### src/rtl/i2c_rd_pkg.sv
package i2c_rd_pkg;
  typedef enum logic [1:0] {OP_START = 2'd0, OP_SEND = 2'd1, OP_RECV = 2'd2, OP_STOP = 2'd3} op_e;
  typedef enum logic [2:0] {
    E_OK = 3'd0, E_IO = 3'd1, E_NODEV = 3'd2, E_RETRY = 3'd3, E_UNSUPP = 3'd4, E_PROTO = 3'd5
  } err_e;
  typedef enum logic [1:0] {S_IDLE = 2'd0, S_ISSUE = 2'd1, S_WAIT = 2'd2} st_e;
endpackage

### src/rtl/i2c_rd_classify.sv
module i2c_rd_classify
  import i2c_rd_pkg::*;
(
  input  op_e        phase_i,
  input  logic [7:0] stat_i,
  input  logic       last_i,
  output err_e       err_o
);
  always_comb begin
    err_o = E_IO;
    if (phase_i == OP_START) begin
      err_o = (stat_i == 8'h08 || stat_i == 8'h10) ? E_OK : E_RETRY;
    end else if (phase_i == OP_STOP) begin
      err_o = E_OK;
    end else begin
      case (stat_i)
        8'hF8, 8'h40, 8'h18, 8'h28:        err_o = E_OK;
        8'h50:                             err_o = last_i ? E_IO : E_OK;
        8'h58:                             err_o = last_i ? E_OK : E_IO;
        8'h48, 8'h20:                      err_o = E_NODEV;
        8'h38, 8'h68, 8'h78, 8'hB0:        err_o = E_RETRY;
        8'h60, 8'h70, 8'h80, 8'h88, 8'h90,
        8'h98, 8'hA0, 8'hA8, 8'hC0, 8'hC8: err_o = E_UNSUPP;
        default:                           err_o = E_IO;
      endcase
    end
  end
endmodule

### src/rtl/i2c_rd_count.sv
module i2c_rd_count #(
  parameter int LEN_W   = 4,
  parameter int BLK_MAX = 32,
  parameter int CNT_W   = 6
) (
  input  logic             clk,
  input  logic             rst_n,
  input  logic             load_i,
  input  logic [LEN_W-1:0] len_i,
  input  logic             step_i,
  input  logic             add_en_i,
  input  logic [7:0]       add_val_i,
  output logic [CNT_W-1:0] rem_o,
  output logic [CNT_W-1:0] rem_nxt_o,
  output logic [CNT_W-1:0] cnt_o
);
  localparam int MAX_TOTAL = (1 << LEN_W) - 1 + BLK_MAX;

  logic [CNT_W-1:0] rem_q, rem_d, cnt_q, cnt_d, add_w;
  logic             en;

  always_comb begin
    add_w     = add_en_i ? CNT_W'(add_val_i) : '0;
    rem_nxt_o = rem_q - CNT_W'(1) + add_w;
    en        = load_i | step_i;
    rem_d     = load_i ? CNT_W'(len_i) : rem_nxt_o;
    cnt_d     = load_i ? '0 : cnt_q + CNT_W'(1);
  end

  always_ff @(posedge clk or negedge rst_n) begin
    if (!rst_n) begin
      rem_q <= '0;
      cnt_q <= '0;
    end else if (en) begin
      rem_q <= rem_d;
      cnt_q <= cnt_d;
    end
  end

  assign rem_o = rem_q;
  assign cnt_o = cnt_q;

  a_r4_rem_bound: assert property (@(posedge clk) disable iff (!rst_n)
    32'(rem_q) <= MAX_TOTAL);
endmodule

### src/rtl/i2c_rd_seq.sv
module i2c_rd_seq
  import i2c_rd_pkg::*;
#(
  parameter int LEN_W   = 4,
  parameter int BLK_MAX = 32,
  localparam int CNT_W  = $clog2((1 << LEN_W) + BLK_MAX)
) (
  input  logic             clk,
  input  logic             rst_n,
  input  logic             start_i,
  input  logic [6:0]       addr_i,
  input  logic [LEN_W-1:0] len_i,
  input  logic             blk_i,
  output logic             cmd_valid_o,
  output logic [1:0]       cmd_op_o,
  output logic [7:0]       cmd_byte_o,
  output logic             cmd_ack_o,
  input  logic             evt_valid_i,
  input  logic [7:0]       evt_stat_i,
  input  logic [7:0]       evt_data_i,
  output logic             rx_valid_o,
  output logic [7:0]       rx_data_o,
  output logic             done_o,
  output logic [CNT_W-1:0] done_cnt_o,
  output logic [2:0]       done_err_o,
  output logic             busy_o
);
  localparam logic [7:0] BLK_LIM = 8'(BLK_MAX);

  // reset: asserted asynchronously, released on the clock
  logic rs_a, rs_n;
  always_ff @(posedge clk or negedge rst_n) begin
    if (!rst_n) begin
      rs_a <= 1'b0;
      rs_n <= 1'b0;
    end else begin
      rs_a <= 1'b1;
      rs_n <= rs_a;
    end
  end

  st_e  st_q, st_d;
  op_e  ph_q, ph_d;
  err_e err_q, err_d, cls_err;
  logic first_q, first_d, done_q, done_d, rxv_q, rxv_d;
  logic blk_q;
  logic [6:0] addr_q;
  logic [7:0] rxd_q;
  logic [CNT_W-1:0] rem_w, rem_nxt_w, cnt_w;

  logic start_go, evt_hit, data_hit, hdr, too_big, add_en, last_w;

  always_comb begin
    start_go = (st_q == S_IDLE) && start_i;
    evt_hit  = (st_q == S_WAIT) && evt_valid_i;
    data_hit = evt_hit && (ph_q == OP_RECV);
    hdr      = blk_q && first_q;
    too_big  = hdr && (evt_data_i > BLK_LIM);
    add_en   = data_hit && hdr && !too_big;
    last_w   = (rem_w == CNT_W'(1)) && !hdr;
  end

  i2c_rd_classify u_cls (
    .phase_i (ph_q),
    .stat_i  (evt_stat_i),
    .last_i  ((ph_q == OP_RECV) && last_w),
    .err_o   (cls_err)
  );

  i2c_rd_count #(.LEN_W(LEN_W), .BLK_MAX(BLK_MAX), .CNT_W(CNT_W)) u_cnt (
    .clk       (clk),
    .rst_n     (rs_n),
    .load_i    (start_go),
    .len_i     (len_i),
    .step_i    (data_hit),
    .add_en_i  (add_en),
    .add_val_i (evt_data_i),
    .rem_o     (rem_w),
    .rem_nxt_o (rem_nxt_w),
    .cnt_o     (cnt_w)
  );

  // next-state logic
  always_comb begin
    st_d    = st_q;
    ph_d    = ph_q;
    err_d   = err_q;
    first_d = first_q;
    done_d  = 1'b0;
    rxv_d   = 1'b0;
    case (st_q)
      S_IDLE: if (start_i) begin
        first_d = 1'b1;
        if (len_i == '0) begin
          err_d  = E_UNSUPP;
          done_d = 1'b1;
        end else begin
          err_d = E_OK;
          st_d  = S_ISSUE;
          ph_d  = OP_START;
        end
      end
      S_ISSUE: st_d = S_WAIT;
      S_WAIT: if (evt_valid_i) begin
        st_d = S_ISSUE;
        case (ph_q)
          OP_START, OP_SEND: begin
            if (cls_err != E_OK) begin
              err_d = cls_err;
              ph_d  = OP_STOP;
            end else begin
              ph_d = (ph_q == OP_START) ? OP_SEND : OP_RECV;
            end
          end
          OP_RECV: begin
            rxv_d   = 1'b1;
            first_d = 1'b0;
            if (too_big) begin
              err_d = E_PROTO;
              ph_d  = OP_STOP;
            end else if (cls_err != E_OK) begin
              err_d = cls_err;
              ph_d  = OP_STOP;
            end else if (rem_nxt_w == '0) begin
              ph_d = OP_STOP;
            end
          end
          default: begin
            st_d   = S_IDLE;
            done_d = 1'b1;
          end
        endcase
      end
      default: st_d = S_IDLE;
    endcase
  end

  // registers
  always_ff @(posedge clk or negedge rs_n) begin
    if (!rs_n) begin
      st_q    <= S_IDLE;
      ph_q    <= OP_START;
      err_q   <= E_OK;
      first_q <= 1'b0;
      done_q  <= 1'b0;
      rxv_q   <= 1'b0;
    end else begin
      st_q    <= st_d;
      ph_q    <= ph_d;
      err_q   <= err_d;
      first_q <= first_d;
      done_q  <= done_d;
      rxv_q   <= rxv_d;
    end
  end

  always_ff @(posedge clk or negedge rs_n) begin
    if (!rs_n) begin
      addr_q <= '0;
      blk_q  <= 1'b0;
    end else if (start_go) begin
      addr_q <= addr_i;
      blk_q  <= blk_i;
    end
  end

  always_ff @(posedge clk or negedge rs_n) begin
    if (!rs_n) rxd_q <= '0;
    else if (data_hit) rxd_q <= evt_data_i;
  end

  assign cmd_valid_o = (st_q == S_ISSUE);
  assign cmd_op_o    = ph_q;
  assign cmd_byte_o  = (ph_q == OP_SEND) ? {addr_q, 1'b1} : 8'h00;
  assign cmd_ack_o   = (ph_q == OP_RECV) && !last_w;
  assign rx_valid_o  = rxv_q;
  assign rx_data_o   = rxd_q;
  assign done_o      = done_q;
  assign done_cnt_o  = cnt_w;
  assign done_err_o  = err_q;
  assign busy_o      = (st_q != S_IDLE);

  a_r11_single_cmd: assert property (@(posedge clk) disable iff (!rs_n)
    cmd_valid_o |=> !cmd_valid_o);
  a_r2_read_bit: assert property (@(posedge clk) disable iff (!rs_n)
    (cmd_valid_o && cmd_op_o == 2'd1) |-> cmd_byte_o[0]);
  a_r1_zero_len: assert property (@(posedge clk) disable iff (!rs_n)
    (!busy_o && start_i && len_i == '0) |=> (done_o && done_err_o == 3'd4));
  a_r10_done_idle: assert property (@(posedge clk) disable iff (!rs_n)
    done_o |-> !busy_o);
  a_r4_first_ack: assert property (@(posedge clk) disable iff (!rs_n)
    (cmd_valid_o && cmd_op_o == 2'd2 && blk_q && first_q) |-> cmd_ack_o);
endmodule

### config.mk
export PLATFORM = sky130hd
export DESIGN_NAME = i2c_rd_seq
export DESIGN_NICKNAME = d
export VERILOG_FILES = /design/src/rtl/i2c_rd_pkg.sv /design/src/rtl/i2c_rd_classify.sv /design/src/rtl/i2c_rd_count.sv /design/src/rtl/i2c_rd_seq.sv
export SDC_FILE = /design/constraint.sdc
export NUM_CORES = 1
export LEC_CHECK = 0
export ABC_CLOCK_PERIOD_IN_PS = 1900
export BUFFER_PORTS_ARGS = -buffer_cell sky130_fd_sc_hd__buf_2
export CAP_MARGIN = 20
export CORE_ASPECT_RATIO = 0.5
export CORE_MARGIN = 2
export CORE_UTILIZATION = 31
export CTS_BUF_LIST = sky130_fd_sc_hd__clkbuf_16
export DETAILED_ROUTE_END_ITERATION = 10
export GPL_TIMING_DRIVEN = 0
export HOLD_SLACK_MARGIN = 0.06
export MAX_ROUTING_LAYER = met4
export PLACE_DENSITY = 0.49
export SYNTH_ARGS = -nofsm -noshare
export SYNTH_HDL_FRONTEND = slang
export SYNTH_SLANG_ARGS = --single-unit
export TNS_END_PERCENT = 30
### constraint.sdc
create_clock -name clk -period 1.9 [get_ports clk]
set_input_delay 0.38 -clock clk [delete_from_list [all_inputs] [get_ports clk]]
set_output_delay 0.38 -clock clk [all_outputs]
set_load 0.02 [all_outputs]
---- Yosys cells after proc, flatten, opt, wreduce, memory -nomap -nowiden ----
Index checks and enable logic that the tools add are counted.
word-level totals
  register bits ........................... 40
  bits in latches ......................... 0
  RAM bits ................................ 0
  ROM bits ................................ 0
  bits of input ports ..................... 32
  output and inout port bits .............. 32
  word-level logic and storage cells ...... 129
  memories kept ........................... 0
cells by class
  add/subtract/negate cells ............... 3
  multipliers ............................. 0
  divide/modulo/power cells ............... 0
  magnitude comparators ................... 1
  equal/unequal tests ..................... 36
  shift operators ......................... 0
  mux-type cells .......................... 44
  bitwise gates (word level) .............. 1
  reduce and logical (&&, ||, !) cells .... 31
operator list
  operator                                             count
  equality test 8 bit, second input constant           10
  equality test 8 x 7 -> 1 bit, second input constant  8
  equality test 8 x 6 -> 1 bit, second input constant  3
  two-way mux 2 bit                                    12
  two-way mux 3 bit                                    7
  two-way mux 6 bit                                    3
  case mux 3 bit (6 select lines)                      1
  equality test 8 x 5 -> 1 bit, second input constant  2
  two-way mux 1 bit                                    13
  case mux 3 bit (2 select lines)                      2
  logical AND 1 bit                                    10
  OR reduction 10 bit                                  1
  equality test 8 x 4 -> 1 bit, second input constant  1
  > comparator 8 x 6 -> 1 bit, second input constant   1
  two-way mux 8 bit                                    1
  case mux 2 bit (2 select lines)                      2
  AND reduction 4 bit                                  2
  OR reduction 4 bit                                   2
  adder 6 x 1 -> 6 bit, second input constant          1
  adder 6 bit                                          1
  equality test 2 bit, second input constant           3
  equality test 6 x 1 -> 1 bit, second input constant  1
  logical NOT 6 bit                                    1
  != test 2 bit, second input constant                 3
  18 further kinds                                     25

---- Longest topological paths before layout ----
Gate-level depths: netlist of run 1.
  word-level depth ........................ 14
  gate-level depth with buffers ........... 15
  depth with buffers taken out ............ 14

---- Cells and area by module ----
A second synthesis of run 1 with hierarchy kept.
unflattened totals
  cell total of the unflattened synthesis .. 249
  area, all modules ....................... 2459.9 µm²
by module, submodules not included
  module           instances  cells an instance  area an instance (µm²)
  i2c_rd_seq       1          118                1345.0
  i2c_rd_count     1          93                 848.3
  i2c_rd_classify  1          38                 266.5

---- Least setup slack after synthesis of run 1 ----
OpenSTA, ideal clock, no wires.
  path kind ............................... register -> register
  start point ............................. register ph_q[0] (netlist: cmd_op_o[0])
  end point ............................... register ph_q[1] (netlist: cmd_op_o[1])
  arrival ................................. 3498 ps
  required time ........................... 1835 ps
  slack ................................... -1663 ps
  cell stages (with the launch flop) ...... 16
  path buffers ............................ 1
  period minus slack after synthesis ...... 3563 ps
  path through ............................ dfrtp_1 buf_6 and4bb_4 nand2_2 nor3_1 nand2_1 ha_1 inv_1 ha_1 fa_1 a21o_1 a21oi_1 xnor2_1 xnor2_1 a2111oi_2 a211o_1
on the way
  cells in the longest elaborated chain, start to end .. 12
  elaborated cells between the ends (all ways) .. 28
  classes of those cells .................. add/sub (1); eq/ne (5); mux (13); reduce/logical (9)
RTL lines
  what                                  RTL line                                               RTL
  from (decl)                           i2c_rd_seq.sv:43                                       op_e ph_q, ph_d;
  from (signal assigned)                i2c_rd_seq.sv:149                                      ph_q <= ph_d;
  equality test 2 bit                   i2c_rd_seq.sv:56, i2c_rd_seq.sv:66, i2c_rd_seq.sv:106
  logical AND 1 bit                     i2c_rd_seq.sv:66                                       .last_i ((ph_q == OP_RECV) && last_w),
  two-way mux 1 bit (on tied branches)  i2c_rd_classify.sv:19, i2c_rd_classify.sv:18
  case mux 3 bit (6 select lines)       i2c_rd_classify.sv:16                                  case (stat_i)
  two-way mux 3 bit                     i2c_rd_classify.sv:13                                  end else if (phase_i == OP_STOP) begin
  two-way mux 3 bit                     i2c_rd_classify.sv:11                                  if (phase_i == OP_START) begin
  nonzero test 3 bit                    i2c_rd_seq.sv:108, i2c_rd_seq.sv:121
  two-way mux 2 bit                     i2c_rd_seq.sv:121                                      end else if (cls_err != E_OK) begin
  two-way mux 2 bit                     i2c_rd_seq.sv:118                                      if (too_big) begin
  case mux 2 bit (2 select lines)       i2c_rd_seq.sv:106                                      case (ph_q)
  two-way mux 2 bit                     i2c_rd_seq.sv:104                                      S_WAIT: if (evt_valid_i) begin
  case mux 2 bit (2 select lines)       i2c_rd_seq.sv:91                                       case (st_q)
Several ways; a longest one is shown, not always the timed one. The select of a mux whose other input is x is not followed.
A chain may end at the register's enable or synchronous reset.

---- Worst setup path in the final report of run 1 ----
  start point ............................. register st_q[0]
  end point ............................... register u_cnt.rem_q[5] (netlist: u_cnt.rem_o[5])
on the way
  cells in the longest elaborated chain, start to end .. 8
  elaborated cells between the ends (all ways) .. 11
  classes of those cells .................. add/sub (1); eq/ne (1); mux (2); bitwise (1); reduce/logical (6)
RTL lines
  what                            RTL line            RTL
  from (decl)                     i2c_rd_seq.sv:42    st_e st_q, st_d;
  from (signal assigned)          i2c_rd_seq.sv:148   st_q <= st_d;
  equality test 2 bit             i2c_rd_seq.sv:55    evt_hit = (st_q == S_WAIT) && evt_valid_i;
  logical AND 1 bit               i2c_rd_seq.sv:55
  logical AND 1 bit               i2c_rd_seq.sv:56    data_hit = evt_hit && (ph_q == OP_RECV);
  logical AND 1 bit (2 in a row)  i2c_rd_seq.sv:59    add_en = data_hit && hdr && !too_big;
  two-way mux 6 bit               i2c_rd_count.sv:23  add_w = add_en_i ? CNT_W'(add_val_i) : '0;
  adder 6 bit                     i2c_rd_count.sv:24  rem_nxt_o = rem_q - CNT_W'(1) + add_w;
  two-way mux 6 bit               i2c_rd_count.sv:26  rem_d = load_i ? CNT_W'(len_i) : rem_nxt_o;
  to (signal assigned)            i2c_rd_count.sv:35  rem_q <= rem_d;
  to (decl)                       i2c_rd_count.sv:19  logic [CNT_W-1:0] rem_q, rem_d, cnt_q, cnt_d, add_w;
Several ways; a longest one is shown, not always the timed one.

==> insert_results.sql, run 1 <==
INSERT INTO impl_metrics (metric_group, metric, value, unit) VALUES
('outcome', 'status', 'complete, but fails checks', ''),
('outcome', 'failed_checks', 'setup timing', ''),
('sta', 'timing.slew.headroom', '42.26', '%'),
('synthesis', 'synth_top_area_share', '39.22', '%'),
('sta', 'timing.hold.ws', '0.3292', 'ns'),
('sta', 'period_share', '169.6', '%'),
('setup_path', 'worst_ep_required_time', '2.07', 'ns'),
('setup_path', 'path_buf_inv', '2', ''),
('sta', 'report.final.setup_viol', '11', ''),
('grt', 'number_of_antenna_violations_at_the_first_check_in_global_routing', '0', ''),
('placement', 'place_hpwl', '4.919', 'mm'),
('grt', 'grt_pass1_vias', '2318', ''),
('synthesis', 'synthDominantAreaCellType', 'sky130_fd_sc_hd__dfrtp_1', ''),
('synthesis', 'yosys.cell_count.top_type', 'sky130_fd_sc_hd__nand2_1', ''),
('setup_path', 'worst_path_most_repeated_cell', 'sky130_fd_sc_hd__xnor2_2', ''),
('synthesis', 'synth_flop_cell', 'sky130_fd_sc_hd__dfrtp_1', ''),
('routing', 'number_of_vias_per_cell_after_detailed_routing', '4.821', ''),
('finish', 'drive_above_1_share', '40.78', '%'),
('synthesis', 'synth.distinct_cells', '61', ''),
('clock_tree', 'htree_num_levels', '2', ''),
('setup_path', 'timing_worst_setup_path_type', 'reg -> reg', ''),
('setup_path', 'path_cells', 'and4bb_4, nand2_8, nor3_4, nand2_1, ha_1, inv_2, ha_4, fa_2, a21o_1, a21oi_2, xnor2_2, buf_4, xnor2_2, o21bai_1, a22o_1', ''),
('synthesis', 'count_of_flip_flops_with_a_built_in_enable_after_synthesis', '0', ''),
('finish', 'area_growth_syn_to_layout', '35.25', '%'),
('routing', 'drc', '0', ''),
('routing', 'wl', '6.777', 'mm'),
('synthesis', 'synth.avg_cell_area', '9.350', 'µm²'),
('sta', 'setup_ws', '-1.322', 'ns'),
('grt', 'grt-ovfl-total', '0', ''),
('placement', 'place.detailed.instances', '447', ''),
('grt', 'grt_first_pass_wirelength', '10.98', 'mm'),
('synthesis', 'netlist_top_cells_count', '48 x sky130_fd_sc_hd__nand2_1, 40 x sky130_fd_sc_hd__dfrtp_1, 20 x sky130_fd_sc_hd__inv_1, 17 x sky130_fd_sc_hd__nor2_1, 12 x sky130_fd_sc_hd__a21oi_1', ''),
('synthesis', 'sequential_area_share_after_synthesis', '39.22', '%'),
('sta', 'hold_viol_final', '0', ''),
('finish', 'fillers', '794', ''),
('clock_tree', 'cts_max_path_buffers', '2', ''),
('clock_tree', 'number_of_buffers_created_by_cts', '5', ''),
('clock_tree', 'clock-sinks', '40', ''),
('routing', 'num_vias', '2266', ''),
('pwr', 'max-vdd-ir-drop', '437.9', 'µV'),
('routing', 'drt_iter0_markers', '117', ''),
('job', 'max-cap-violations', '0', ''),
('synthesis', 'ys_ff_latch', '40', ''),
('synthesis', 'synth_top_cells_by_area', 'sky130_fd_sc_hd__dfrtp_1 39%, sky130_fd_sc_hd__nand2_1 7.1%, sky130_fd_sc_hd__ha_1 4.9%', ''),
('clock_tree', 'ctsRootBufferMaster', 'sky130_fd_sc_hd__clkbuf_16', ''),
('clock_tree', 'worstSkewPairLatency', '0.29', 'ns'),
('floorplanning', 'floorplan.rows', '23', ''),
('floorplanning', 'die_width', '132.3', 'µm'),
('synthesis', 'synthesis.area', '2552', 'µm²'),
('routing', 'avgRoutedWirePerCell', '14.42', 'µm'),
('placement', 'buffer_ports.inserted', '62', ''),
('routing', 'route.antenna.remaining_nets', '0', ''),
('finish', 'final_nets', '400', ''),
('pwr', 'p_total', '0.005058', 'W'),
('pwr', 'total_leakage_power', '1.687', 'nW'),
('setup_path', 'critPathLaunchType', 'flip-flop', ''),
('setup_path', 'element_type_at_the_critical_path_end', 'flip-flop', ''),
('synthesis', 'synth_warnings', '0', ''),
('grt', 'overall_global_routing_usage', '15.96', '%'),
('sta', 'finClkSkew', '0.006210', 'ns'),
('clock_tree', 'clkSlewWorstSetupHoldPaths', '0.05', 'ns'),
('setup_path', 'cp.arrival', '3.39', 'ns'),
('sta', 'rsz0062_at_grt', 'true', ''),
('setup_path', 'timing.critical_path.max_delay_family', 'adder cells', ''),
('floorplanning', 'die_area', '9020', 'µm²'),
('finish', 'layout.cells.non_filler', '470', ''),
('setup_path', 'critPathMaxFanout', '4', ''),
('sta', 'report.final.slew_viol_count', '0', ''),
('floorplanning', 'start_util', '31.90', '%'),
('min_path', 'timing.hold.worst.class', 'in -> reg', ''),
('floorplanning', 'placeableCoreArea', '8000', 'µm²');
## kinds of logic (layout without fill, tap and decap cells)
group	after synthesis	after routing	share of synthesized area (%)
AND/OR/NAND/NOR	115	115	24.85
AO/OA/AOI/OAI	54	54	16.91
flip-flops	40	40	39.22
buffers and inverters	33	118	5.490
adder cells (fa/ha/maj)	11	11	5.686
XOR/XNOR	10	10	3.725
multiplexers	9	9	3.971
other	1	1	0.1469
## worst paths after layout
| path | startpoint | to | cells after the start | slack (ns) |
|---|---|---|---|---|
| max in group asynchronous | rs_n$_DFF_PN0_ | cmd_op_o[0]$_DFFE_PN0P_ | 0 | 0.90 |
| setup / recovery | st_q[0]$_DFFE_PN0P_ | u_cnt.rem_o[5]$_DFFE_PN0P_ | 15 | -1.32 |
| min in group asynchronous | rs_n$_DFF_PN0_ | rx_valid_o$_DFF_PN0_ | 0 | 0.38 |
| hold / removal | addr_i[0] | addr_q[0]$_DFFE_PN0P_ | 2 | 0.33 |
| hold reg to reg | rs_a$_DFF_PN0_ | rs_n$_DFF_PN0_ | 0 | 0.36 |
| setup reg to reg | st_q[0]$_DFFE_PN0P_ | u_cnt.rem_o[5]$_DFFE_PN0P_ | 15 | -1.32 |
## metrics by stage
stage / setup slack, ns / utilization (%) / setup TNS (ns) / area (µm²)
floorplan: -1.386 / - / -6.759 / 2586
global placement: -1.756 / 37.96 / -9.041 / 3037
detailed placement: -1.774 / 37.97 / -9.378 / 3038
CTS: -1.335 / 41.52 / -6.600 / 3322
global route: -1.497 / 43.15 / -8.057 / 3452
finish: -1.322 / 43.15 / -6.682 / 3452
## cell usage in the layout, fill, tap and decap left out, drive strengths merged, types with 2 or more instances in the layout
cell	count
nand4	5
mux2	9
a22oi	3
nor4	2
dfrtp	40
a21o	6
a211o	2
nand2	49
o21ai	6
o32a	2
a31oi	4
and2	7
and4	2
a211oi	3
inv	23
o21bai	4
or2	2
or3	4
nand3	3
buf	84
a221o	3
ha	10
nor3	6
a21oi	12
xor2	4
nand2b	8
nor2	17
nor2b	3
clkbuf	9
xnor2	6
## sequential cells by signal, summed over array words and instances (netlist names)
register     count
u_cnt.rem_o      6
rs_a             1
done_err_o       3
st_q             2
cmd_op_o         2
first_q          1
rx_valid_o       1
blk_q            1
u_cnt.cnt_o      6
rs_n             1
addr_q           7
done_o           1
rx_data_o        8
## area by class of cell
type	count	area [µm²]	area share, %
timing repair buffer	78	444.2	12.87
tap	112	140.1	4.059
buffer	11	62.56	1.812
sequential	40	1005	29.10
clock inverter	3	12.51	0.3625
inverter	21	86.33	2.501
clock buffer	5	125.1	3.625
multi-input combinational	200	1577	45.67
## what timing repair did
| item | 4_1_cts | 5_1_grt |
|---|---|---|
| setup endpoints to repair | 20 | 28 |
| pin swaps | 22 | 14 |
| endpoints found under the hold margin | 2 | 0 |
| cloned | 0 | 0 |
| resized for setup | 15 | 25 |
| setup buffers | 11 | 4 |
| hold buffers | 1 | 0 |
## report_power, final
| group | leakage, nW | switching, W | internal [W] |
|---|---|---|---|
| Combinational | 1.11 | 0.00152 | 0.00137 |
| Sequential | 0.504 | 0.000219 | 0.00114 |
| Clock | 0.0762 | 0.000333 | 0.000475 |
| Total | 1.69 | 0.00207 | 0.00299 |
## routing by layer
metal,vias to the layer above,global-route usage (%),share of wire (%)
li1,1110,-,-
met1,1114,20.33,49
met2,34,26.55,47
met3,8,2.741,2.8
met4,0,4.973,1.1
met5,-,-,0
Power figures use the tool's default switching activity.
==> inputs of run 2 (changes only) <==
Settings changed: CELL_PAD_IN_SITES_DETAIL_PLACEMENT from default to 1, CELL_PAD_IN_SITES_GLOBAL_PLACEMENT from default to 2, PLACE_DENSITY 0.49 to 0.76, SLEW_MARGIN from default to 15.
==> run 2 against run 1 <==
Compared with the run above:
- the run still ends with setup timing left
- flip-flop and latch count unchanged
- sequential power about the same
- utilization decreased by 0.17 points
- critical path depth decreased by 1
- maximum frequency increased by 0.76%
==> insert_results.sql, run 2 (synthesis results as in run 1) <==
INSERT INTO impl_metrics (metric_group, metric, value, unit) VALUES
('setup_path', 'reg_to_reg_slack_setup', '-1.30', 'ns'),
('finish', 'largest_reg_flops', '8', ''),
('grt', 'number_of_antenna_violations_at_the_first_check_in_global_routing', '0', ''),
('pwr', 'powerDensity', '1520', 'nW/µm²'),
('sta', 'report.final.setup_viol', '11', ''),
('routing', 'wl', '7.554', 'mm'),
('routing', 'drc', '0', ''),
('routing', 'number_of_vias_per_cell_after_detailed_routing', '4.856', ''),
('routing', 'num_vias', '2287', ''),
('sta', 'tightestPinTransition', '0.6230', 'ns'),
('grt', 'grt_max_degree', '25', ''),
('sta', 'period_share', '168.3', '%'),
('sta', 'setup_ws', '-1.298', 'ns'),
('floorplanning', 'placeableCoreArea', '8000', 'µm²'),
('clock_tree', 'htree_num_levels', '2', ''),
('pwr', 'power_frac_clock', '15.4', '%'),
('floorplanning', 'die-height', '68.17', 'µm'),
('clock_tree', 'worstSkewPairLatency', '0.28', 'ns'),
('pwr', 'max-vdd-ir-drop', '483.6', 'µV'),
('placement', 'buffer_ports.inserted', '62', ''),
('grt', 'grt_first_pass_wirelength', '12.51', 'mm'),
('routing', 'drt_iter0_markers', '112', ''),
('floorplanning', 'die_width', '132.3', 'µm'),
('finish', 'final_cell_mix', '66 x sky130_fd_sc_hd__buf_2, 47 x sky130_fd_sc_hd__nand2_1, 37 x sky130_fd_sc_hd__dfrtp_1', ''),
('routing', 'route.antenna.remaining_nets', '0', ''),
('floorplanning', 'start_util', '31.90', '%'),
('placement', 'place_hpwl', '5.645', 'mm'),
('min_path', 'timing.hold.worst.class', 'reg -> async', ''),
('setup_path', 'element_type_at_the_critical_path_end', 'flip-flop', ''),
('sta', 'report.final.slew_viol_count', '0', ''),
('setup_path', 'cp.arrival', '3.41', 'ns'),
('finish', 'mostFrequentLayoutCell', 'sky130_fd_sc_hd__buf_2', ''),
('clock_tree', 'tritoncts', 'built', ''),
('finish', 'area_growth_syn_to_layout', '34.71', '%'),
('sta', 'rsz0062_at_grt', 'true', ''),
('finish', 'final_nets', '402', ''),
('pwr', 'netSwitchingPower', '0.002149', 'W'),
('finish', 'fillers', '955', ''),
('sta', 'finalWorstPathRequiredPeriod', '3.198', 'ns'),
('sta', 'finClkSkew', '0.008579', 'ns'),
('pwr', 'share_comb_of_total_power', '58.5', '%'),
('outcome', 'failed_checks', 'setup timing', ''),
('sta', 'post_route_setup_tns', '-6.917', 'ns'),
('clock_tree', 'ctsRootBufferMaster', 'sky130_fd_sc_hd__clkbuf_16', ''),
('setup_path', 'critPathMaxFanout', '3', ''),
('placement', 'place.gp.congestion', '0.7632', ''),
('floorplanning', 'floorplan.rows', '23', ''),
('setup_path', 'worst_ep_required_time', '2.12', 'ns'),
('outcome', 'status', 'complete, but fails checks', ''),
('clock_tree', 'clkSlewWorstSetupHoldPaths', '0.06', 'ns'),
('finish', 'sequential_cell_area', '1005', 'µm²'),
('floorplanning', 'pin_count', '64', ''),
('pwr', 'power_report.internal_total', '0.003079', 'W'),
('sta', 'fmax', '312.7', 'MHz'),
('setup_path', 'timing_worst_setup_path_type', 'reg -> reg', ''),
('grt', 'grt-ovfl-total', '0', ''),
('routing', 'avgRoutedWirePerCell', '16.04', 'µm'),
('setup_path', 'critPathLaunchType', 'flip-flop', ''),
('grt', 'overall_global_routing_usage', '17.92', '%'),
('placement', 'pre_cts_slack', '-1.719', 'ns'),
('grt', 'grt_pass1_vias', '2567', ''),
('sta', 'hold_viol_final', '0', ''),
('pwr', 'p_total', '0.005228', 'W'),
('clock_tree', 'clock-sinks', '40', ''),
('clock_tree', 'number_of_buffers_created_by_cts', '5', ''),
('sta', 'timing.slew.headroom', '58.08', '%'),
('floorplanning', 'die_area', '9020', 'µm²'),
('finish', 'drive_above_1_share', '40.11', '%'),
('routing', 'detailedRoute.firstPassIterationCount', '4', ''),
('finish', 'antenna_cells', '0', ''),
('job', 'max-cap-violations', '0', ''),
('clock_tree', 'cts_max_path_buffers', '2', ''),
('pwr', 'swShare', '41.11', '%'),
('pwr', 'total_leakage_power', '1.682', 'nW'),
('pwr', 'share_seq_of_total_power', '26.1', '%'),
('finish', 'multi_input_comb_area', '1551', 'µm²');
## run 2: area by class of cell
| class | instances | share of cell area (%) |
|---|---|---|
| multi-input combinational | 200 | 45.12 |
| sequential | 40 | 29.22 |
| timing repair buffer | 80 | 13.39 |
| tap | 112 | 4.076 |
| clock buffer | 5 | 3.639 |
| inverter | 21 | 2.511 |
| buffer | 11 | 1.820 |
| clock inverter | 2 | 0.2183 |
## run 2: metal layers
metal | vias up | GRT usage, % | part of all wire [%]
li1 | 1113 | - | -
met1 | 1134 | 21.95 | 47
met2 | 35 | 32.12 | 50
met3 | 5 | 2.815 | 2.8
met4 | 0 | 3.898 | 0.70
met5 | - | - | 0
## run 2: power by group through the flow
stage                     clock, W  sequential [W]  combinational (W)
after CTS                 0.000821         0.00137            0.00283
after global routing      0.000845         0.00140            0.00335
after floorplan                  0         0.00147            0.00158
final                     0.000806         0.00136            0.00306
after detailed placement         0         0.00139            0.00236
after global placement           0         0.00138            0.00226
## run 2: worst max-delay path: stages, from the launching register on
cell and delay [ns]:
sky130_fd_sc_hd__dfrtp_2 0.41, sky130_fd_sc_hd__and4bb_4 0.38, sky130_fd_sc_hd__nand2_8 0.06, sky130_fd_sc_hd__nor3_4 0.18, sky130_fd_sc_hd__nand2_2 0.10, sky130_fd_sc_hd__ha_4 0.27, sky130_fd_sc_hd__inv_2 0.04, sky130_fd_sc_hd__ha_4 0.15
sky130_fd_sc_hd__fa_2 0.36, sky130_fd_sc_hd__a21o_1 0.20, sky130_fd_sc_hd__a21oi_2 0.17, sky130_fd_sc_hd__xnor2_2 0.17, sky130_fd_sc_hd__xnor2_2 0.14, sky130_fd_sc_hd__a2111oi_2 0.35, sky130_fd_sc_hd__a211o_1 0.15
## run 2: final timing paths
kind                                          start  cells after the start                 endpoint
worst max-delay path            st_q[0]$_DFFE_PN0P_                     14  cmd_op_o[1]$_DFFE_PN0P_
max in group asynchronous            rs_n$_DFF_PN0_                      1  cmd_op_o[0]$_DFFE_PN0P_
worst min register to register       rs_n$_DFF_PN0_                      0     rx_valid_o$_DFF_PN0_
worst min-delay path                 rs_n$_DFF_PN0_                      0     rx_valid_o$_DFF_PN0_
min in group clk                              blk_i                      2        blk_q$_DFFE_PN0P_
worst max register to register  st_q[0]$_DFFE_PN0P_                     14  cmd_op_o[1]$_DFFE_PN0P_
## run 2: metrics by stage
stage	instances	util, %	area (µm²)	hold WS, ns
after global placement	447	37.96	3037	0.1650
final	471	42.98	3438	0.1862
after floorplan	273	-	2586	0.08441
after detailed placement	448	38.22	3058	0.1693
after CTS	468	41.82	3346	0.1984
after global routing	471	42.98	3438	0.2193
## run 2: timing repair
action / CTS / global route
pin swaps: 17 / 7
gates resized for setup: 15 / 17
setup buffers: 13 / 4
setup endpoints to repair: 21 / 23
endpoints found under the hold margin: 2 / 0
hold buffers: 1 / 0
